===== src/rtl/arb2_pkg.sv =====
package arb2_pkg;
  typedef enum logic [1:0] {
    OWN_NONE = 2'd0,
    OWN_CPU  = 2'd1,
    OWN_DMA  = 2'd2
  } owner_e;
endpackage


===== src/rtl/arb2_pick.sv =====
module arb2_pick
  import arb2_pkg::*;
(
  input  logic   cpu_req,
  input  logic   dma_req,
  output owner_e winner
);
  // fixed priority: DMA engine first
  always_comb begin
    if (dma_req)      winner = OWN_DMA;
    else if (cpu_req) winner = OWN_CPU;
    else              winner = OWN_NONE;
  end
endmodule


===== src/rtl/arb2_tenure_timer.sv =====
module arb2_tenure_timer #(
  parameter int MAX_CYC = 32
) (
  input  logic clk,
  input  logic rst_n,
  input  logic load,
  input  logic run,
  output logic expired
);
  localparam int CW = (MAX_CYC > 2) ? $clog2(MAX_CYC) : 1;
  localparam logic [CW-1:0] LOAD_VAL = CW'(MAX_CYC - 1);

  logic [CW-1:0] cnt_q;

  always_ff @(posedge clk) begin
    if (!rst_n)                  cnt_q <= '0;
    else if (load)               cnt_q <= LOAD_VAL;
    else if (run && cnt_q != '0) cnt_q <= cnt_q - 1'b1;
  end

  assign expired = run && (cnt_q == '0);


  cnt_range_chk: assert property (@(posedge clk) disable iff (!rst_n)
    load |=> (cnt_q == LOAD_VAL));
endmodule


===== src/rtl/arb2_timeout.sv =====
module arb2_timeout
  import arb2_pkg::*;
#(
  parameter int MAX_CYC = 32
) (
  input  logic clk,
  input  logic rst_n,
  input  logic cpu_req,
  input  logic cpu_lock,
  input  logic dma_req,
  input  logic dma_lock,
  output logic cpu_gnt,
  output logic dma_gnt,
  output logic tenure_tmo
);
  owner_e owner_q, owner_d, winner;
  logic   tmo_q, tmo_d;
  logic   hold, other_req, tenure_end, load, run;
  owner_e other;

  arb2_pick u_pick (
    .cpu_req (cpu_req),
    .dma_req (dma_req),
    .winner  (winner)
  );

  arb2_tenure_timer #(.MAX_CYC(MAX_CYC)) u_timer (
    .clk     (clk),
    .rst_n   (rst_n),
    .load    (load),
    .run     (run),
    .expired (tenure_end)
  );

  always_comb begin
    hold      = 1'b0;
    other_req = 1'b0;
    other     = OWN_NONE;
    case (owner_q)
      OWN_CPU: begin
        hold = cpu_req | cpu_lock; other_req = dma_req; other = OWN_DMA;
      end
      OWN_DMA: begin
        hold = dma_req | dma_lock; other_req = cpu_req; other = OWN_CPU;
      end
      default: ;
    endcase
  end

  always_comb begin
    owner_d = owner_q;
    tmo_d   = 1'b0;
    if (owner_q == OWN_NONE) begin
      owner_d = winner;
    end else if (tenure_end) begin
      tmo_d   = 1'b1;
      owner_d = other_req ? other : OWN_NONE;
    end else if (!hold) begin
      owner_d = winner;
    end
  end

  assign run  = (owner_q != OWN_NONE);
  assign load = (owner_d != OWN_NONE) && (owner_d != owner_q);

  always_ff @(posedge clk) begin
    if (!rst_n) begin
      owner_q <= OWN_NONE;
      tmo_q   <= 1'b0;
    end else begin
      owner_q <= owner_d;
      tmo_q   <= tmo_d;
    end
  end

  assign cpu_gnt    = (owner_q == OWN_CPU);
  assign dma_gnt    = (owner_q == OWN_DMA);
  assign tenure_tmo = tmo_q;


  one_grant_chk: assert property (@(posedge clk) disable iff (!rst_n)
    $onehot0({cpu_gnt, dma_gnt}));

  cpu_needs_req_chk: assert property (@(posedge clk) disable iff (!rst_n)
    !cpu_req |=> !$rose(cpu_gnt));

  dma_needs_req_chk: assert property (@(posedge clk) disable iff (!rst_n)
    !dma_req |=> !$rose(dma_gnt));

  dma_first_chk: assert property (@(posedge clk) disable iff (!rst_n)
    (!cpu_gnt && !dma_gnt && dma_req) |=> dma_gnt);

  cpu_keep_chk: assert property (@(posedge clk) disable iff (!rst_n)
    (cpu_gnt && (cpu_req || cpu_lock) && !tenure_end) |=> cpu_gnt);

  dma_keep_chk: assert property (@(posedge clk) disable iff (!rst_n)
    (dma_gnt && (dma_req || dma_lock) && !tenure_end) |=> dma_gnt);

  tmo_pulse_chk: assert property (@(posedge clk) disable iff (!rst_n)
    tenure_tmo |=> !tenure_tmo);

  tmo_drop_chk: assert property (@(posedge clk) disable iff (!rst_n)
    tenure_tmo |-> ($fell(cpu_gnt) || $fell(dma_gnt)));
endmodule


===== config.mk =====
export PLATFORM = sky130hd
export DESIGN_NAME = arb2_timeout
export DESIGN_NICKNAME = d
export VERILOG_FILES = /design/src/rtl/arb2_pkg.sv /design/src/rtl/arb2_pick.sv /design/src/rtl/arb2_tenure_timer.sv /design/src/rtl/arb2_timeout.sv
export SDC_FILE = /design/constraint.sdc
export NUM_CORES = 1
export LEC_CHECK = 0
export ABC_AREA = 1
export BUFFER_PORTS_ARGS = -buffer_cell sky130_fd_sc_hd__buf_2
export CORE_AREA = 2 2 39 41
export CTS_CLUSTER_DIAMETER = 60
export CTS_CLUSTER_SIZE = 24
export DETAILED_ROUTE_END_ITERATION = 10
export DIE_AREA = 0 0 41 43
export PLACE_DENSITY_LB_ADDON = 0.1
export SYNTH_ARGS = -nofsm -noshare
export SYNTH_HDL_FRONTEND = slang
export SYNTH_HIERARCHICAL = 1
export SYNTH_SLANG_ARGS = --single-unit

===== constraint.sdc =====
create_clock -name clk -period 2.05 [get_ports clk]
set_input_delay 0.1025 -clock clk [delete_from_list [all_inputs] [get_ports clk]]
set_output_delay 0.1025 -clock clk [all_outputs]
set_load 0.005 [all_outputs]

# == After elaboration in Yosys (flattened, before gate mapping) ==
# Cells that the tools add are included.
# op_classes
n_mux,12
eq_ne,3
n_bitwise,3
reduce_logical,10
addsub,1
# ops
cell,n
2-bit two-way mux,5
5-bit two-way mux,2
2-bit nonzero test,3
5-bit logical NOT,1
5-bit nonzero test,1
"5-bit by 1-bit subtractor with 5-bit output, second input constant",1
1-bit one-hot mux with 2 select lines,2
2-bit one-hot mux with 2 select lines,1
1-bit logical AND,3
"2-bit by 1-bit equality test with 1-bit output, second input constant",1
"2-bit equality test, second input constant",1
2-bit logical NOT,1
1-bit two-way mux,2
2-bit != test,1
1-bit OR,2
2-bit OR reduction,1
1-bit NOT,1
# totals
regBits,8
word_cells,32

# == Logic depth before layout (Yosys ltp) ==
# depth
word_depth,8
depth_mapped,17

# == Cells and area by module ==
# Netlist, hierarchy kept.
# modules_own_cells
mod,n_inst,cells_each,seq_area_each_um2,area_per_inst_um2
arb2_timeout,1,45,60.1,309.0
arb2_tenure_timer,1,45,100.1,291.5
arb2_pick,1,3,0.0,17.5

# == Worst setup path before layout ==
# No wires, ideal clock.
# synth_path
path_type,flip-flop to flip-flop
from,register owner_q[0]
to,register u_timer.cnt_q[3]
n_path_buf,0
t_required_ps,1933
setup_ps,117
setup_slack_ps,14
path_stages_with_launch,17
arrival_ps,1919
cell_sequence,dfxtp_1 inv_1 ha_1 inv_2 nand3_1 nor2_1 nand2_4 inv_1 nand3_1 nand4_1 nand2_1 nand2_1 nand2_1 inv_1 nand3_1 nand2_1 a21oi_2
# synth_between
word_cells_on_any_way,18
# synth_rtl
item,line_no,text
"start, declared",arb2_timeout.sv:16,"owner_e owner_q, owner_d, winner;"
"start signal, assigned",arb2_timeout.sv:71,owner_q <= owner_d;
2-bit nonzero test (*),arb2_timeout.sv:63,assign run = (owner_q != OWN_NONE);
via run,arb2_timeout.sv:18,"logic hold, other_req, tenure_end, load, run;"
1-bit logical AND (*),arb2_tenure_timer.sv:21,assign expired = run && (cnt_q == '0);
via tenure_end,arb2_timeout.sv:18,
2-bit two-way mux (*),arb2_timeout.sv:55,end else if (tenure_end) begin
2-bit two-way mux (*),arb2_timeout.sv:53,if (owner_q == OWN_NONE) begin
2-bit != test / 2-bit nonzero test (equally long branches),arb2_timeout.sv:64,assign load = (owner_d != OWN_NONE) && (owner_d != owner_q);
1-bit logical AND (*),arb2_timeout.sv:64,
via load,arb2_timeout.sv:18,
5-bit two-way mux / 2-bit nonzero test (equally long branches),n/a,
"end signal, assigned",arb2_tenure_timer.sv:18,else if (run && cnt_q != '0) cnt_q <= cnt_q - 1'b1;
"end, declared",arb2_tenure_timer.sv:13,logic [CW-1:0] cnt_q;
# The timed path passes the listed nets; every way through them passes the cells marked *.
# A chain may end at the register's enable or synchronous reset.

# == Final worst setup path ==
# Same ends and word-level chain as after synthesis.

==> metrics.txt <==
DRC errors left 0; DP Wirelength 966.8 um; clock buffer count from CTS 3; Worst-path clk slew 60 ps; Max-slew headroom 87.95%; DR vias/cell 4.817; Tmin final 1839 ps; total wire length 1162 um; drt first-iter violations 10; crit start category register; Multi-input gate area 390.4 sq um; Max Cap Violations 0; Initial Utilization 44.67%; crit path capture type register; Seq/Total Area, Yosys 25.91%; Worst Path Required 2190 ps; H-tree depth 1; Cell Pwr Density 623.3 nW/um^2; global-route wire length before repair 1987 um; fin. max-slew vios 0; CP max stage cell dfxtp_2; Synth-to-Final Area Change 22.27%; routability cong. 0.7402; Placed Area 723.2 sq um; most frequent cells in the layout nand2_1 (22), inv_1 (15), nand3_1 (10); fin nets 123; sum of negative setup slack 0 ps; RSZ-0062 raised after global routing false; initial antenna violation count 0; period utilization 89.73%; final setup violation count 0; measured slew at the worst slew-check pin 180.6 ps; PortBufs 8; CP Data Arrival Time 1980 ps; pin count of the biggest net entering global routing 8; final hold vios 0; syn_area_per_cell 6.646 sq um; commonest non-fill, non-tap cell in the layout nand2_1; vias in the first global route 534; Synth Register Bits 8; n_diodes 0; Die Height 43 um; Distinct cells, synth 18; synthesized cell area 618.1 sq um; status finished clean; vias post-DR 607; Boundary Pins 9; critical path class register to register; sequence of cells on the critical path inv_1 > ha_2 > inv_2 > nand3_1 > nor2_2 > nand2_4 > inv_1 > nand3_1 > nand4_1 > nand2_1 > nand2_1 > nand2_1 > inv_2 > nand3_1 > nand2_1 > a21oi_2; Max Clk Rate 543.7 MHz; Num Clock Sinks 8; Ys Warns 6; detailed-route wire length per cell 9.222 um; crit-path most repeated cell nand2_1; core outline area 1384 sq um; GRT Resource Usage Total 16.04%; Post-DRT Antenna Nets 0; Die Wd 41 um; Design Area, Final 755.7 sq um; share of layout cells above drive strength 1 37.27%; CTS tree built; Longest Clk Path Bufs 2; crit-path max FO 7; Clock Latency Late Sink 250 ps; slowest stage delay, CP 330 ps; Final Skew 4.809 ps; post-synthesis net count 104; Leak 0.0004039 uW; number of fill cells 145; Syn Inst Count 93; CTS root buf clkbuf_4; Peak VDD IR 0.3342 mV; die footprint 1763 sq um; GRT overflow 0; Std-Cell Rows 14; first drt pass iteration count 4; sequential cell area 162.7 sq um; Min-Delay Path Class primary input to register
[power breakdown]
part | internal [uW] | switching [uW] | leakage [uW]
combinational | 71.4 | 94.9 | 0.000323
sequential | 173 | 13.1 | 0.0000672
clock | 66.9 | 51.7 | 0.0000138
[routing by layer]
layer	up-vias	GRT usage (%)	wire length (um)
li1	326	-	-
met1	268	17.65	506
met2	13	28.13	620
met3	0	4.712	36
met4	0	4.000	0
met5	-	0	0
[what timing repair did]
item | 4_1_cts | 5_1_grt
hold buffers | 0 | 0
resized for setup | 0 | 7
buffers inserted | 0 | 0
setup endpoints to repair | 0 | 5
[final timing paths]
path / startpoint / to / slack, ps / cells after the start
worst max-delay path: owner_q[0] / u_timer/cnt_q[3] / 210 / 16
worst min-delay path: rst_n / owner_q[1] / 70 / 3
worst max register to register: owner_q[0] / u_timer/cnt_q[3] / 210 / 16
worst min register to register: u_timer/cnt_q[1] / u_timer/cnt_q[1] / 490 / 2
[sequential cells by signal (all words and copies together) (netlist names)]
name           flops
tenure_tmo         1
u_timer/cnt_q      5
owner_q            2
[worst max-delay path: cells and delay by family (launching register included)]
kind	cells	cell delay, ps
buffers and inverters	4	290
AND/OR/NAND/NOR	10	880
AO/OA/AOI/OAI	1	40
flip-flops	1	330
adder cells (fa/ha/maj)	1	190
[cells by family after synthesis]
group / after synthesis / share of synthesized area, %
buffers and inverters: 19 / 12.15
adders and majority gates: 5 / 10.12
DFF: 8 / 25.91
AOI/OAI and AO/OA: 9 / 10.12
and+or+nand+nor: 52 / 41.70
[cell usage after synthesis]
library cell / instances / area share, %
dfxtp_1: 8 / 26
nand4_1: 2 / 2.0
nor2_4: 1 / 1.8
a21oi_2: 2 / 2.8
inv_1: 17 / 10
ha_1: 5 / 10
buf_4: 1 / 1.2
nand2_1: 22 / 13
a21oi_1: 4 / 3.2
nand2_2: 5 / 5.1
nand3_1: 10 / 8.1
o21ai_2: 2 / 2.8
nand2_4: 1 / 1.8
nor2_2: 2 / 2.0
nand3_2: 2 / 3.2
nor2_1: 7 / 4.3
inv_2: 1 / 0.61
o211ai_1: 1 / 1.2
[layout make-up]
class	instances	share of cell area (%)
Multi-Input combinational cell	66	51.66
Sequential cell	8	21.52
Timing Repair Buffer	15	12.25
Inverter	18	8.940
Clock buffer	3	2.980
Tap cell	16	2.649
[per-stage QoR]
step           utilization [%]  power, uW  hold slack, ps  instances  setup slack [ps]
6_report                 54.61      471.0           72.67        126             210.6
5_1_grt                  54.61      509.3           92.81        126             10.34
4_1_cts                  53.89      473.0           63.44        126             23.82
3_5_place_dp             52.26      351.6           323.9        123             40.08
3_3_place_gp             52.26      349.7           319.7        123             25.67
2_1_floorplan                -      301.6           200.1         93             13.77
No activity file was read; power rests on OpenSTA's default activity.
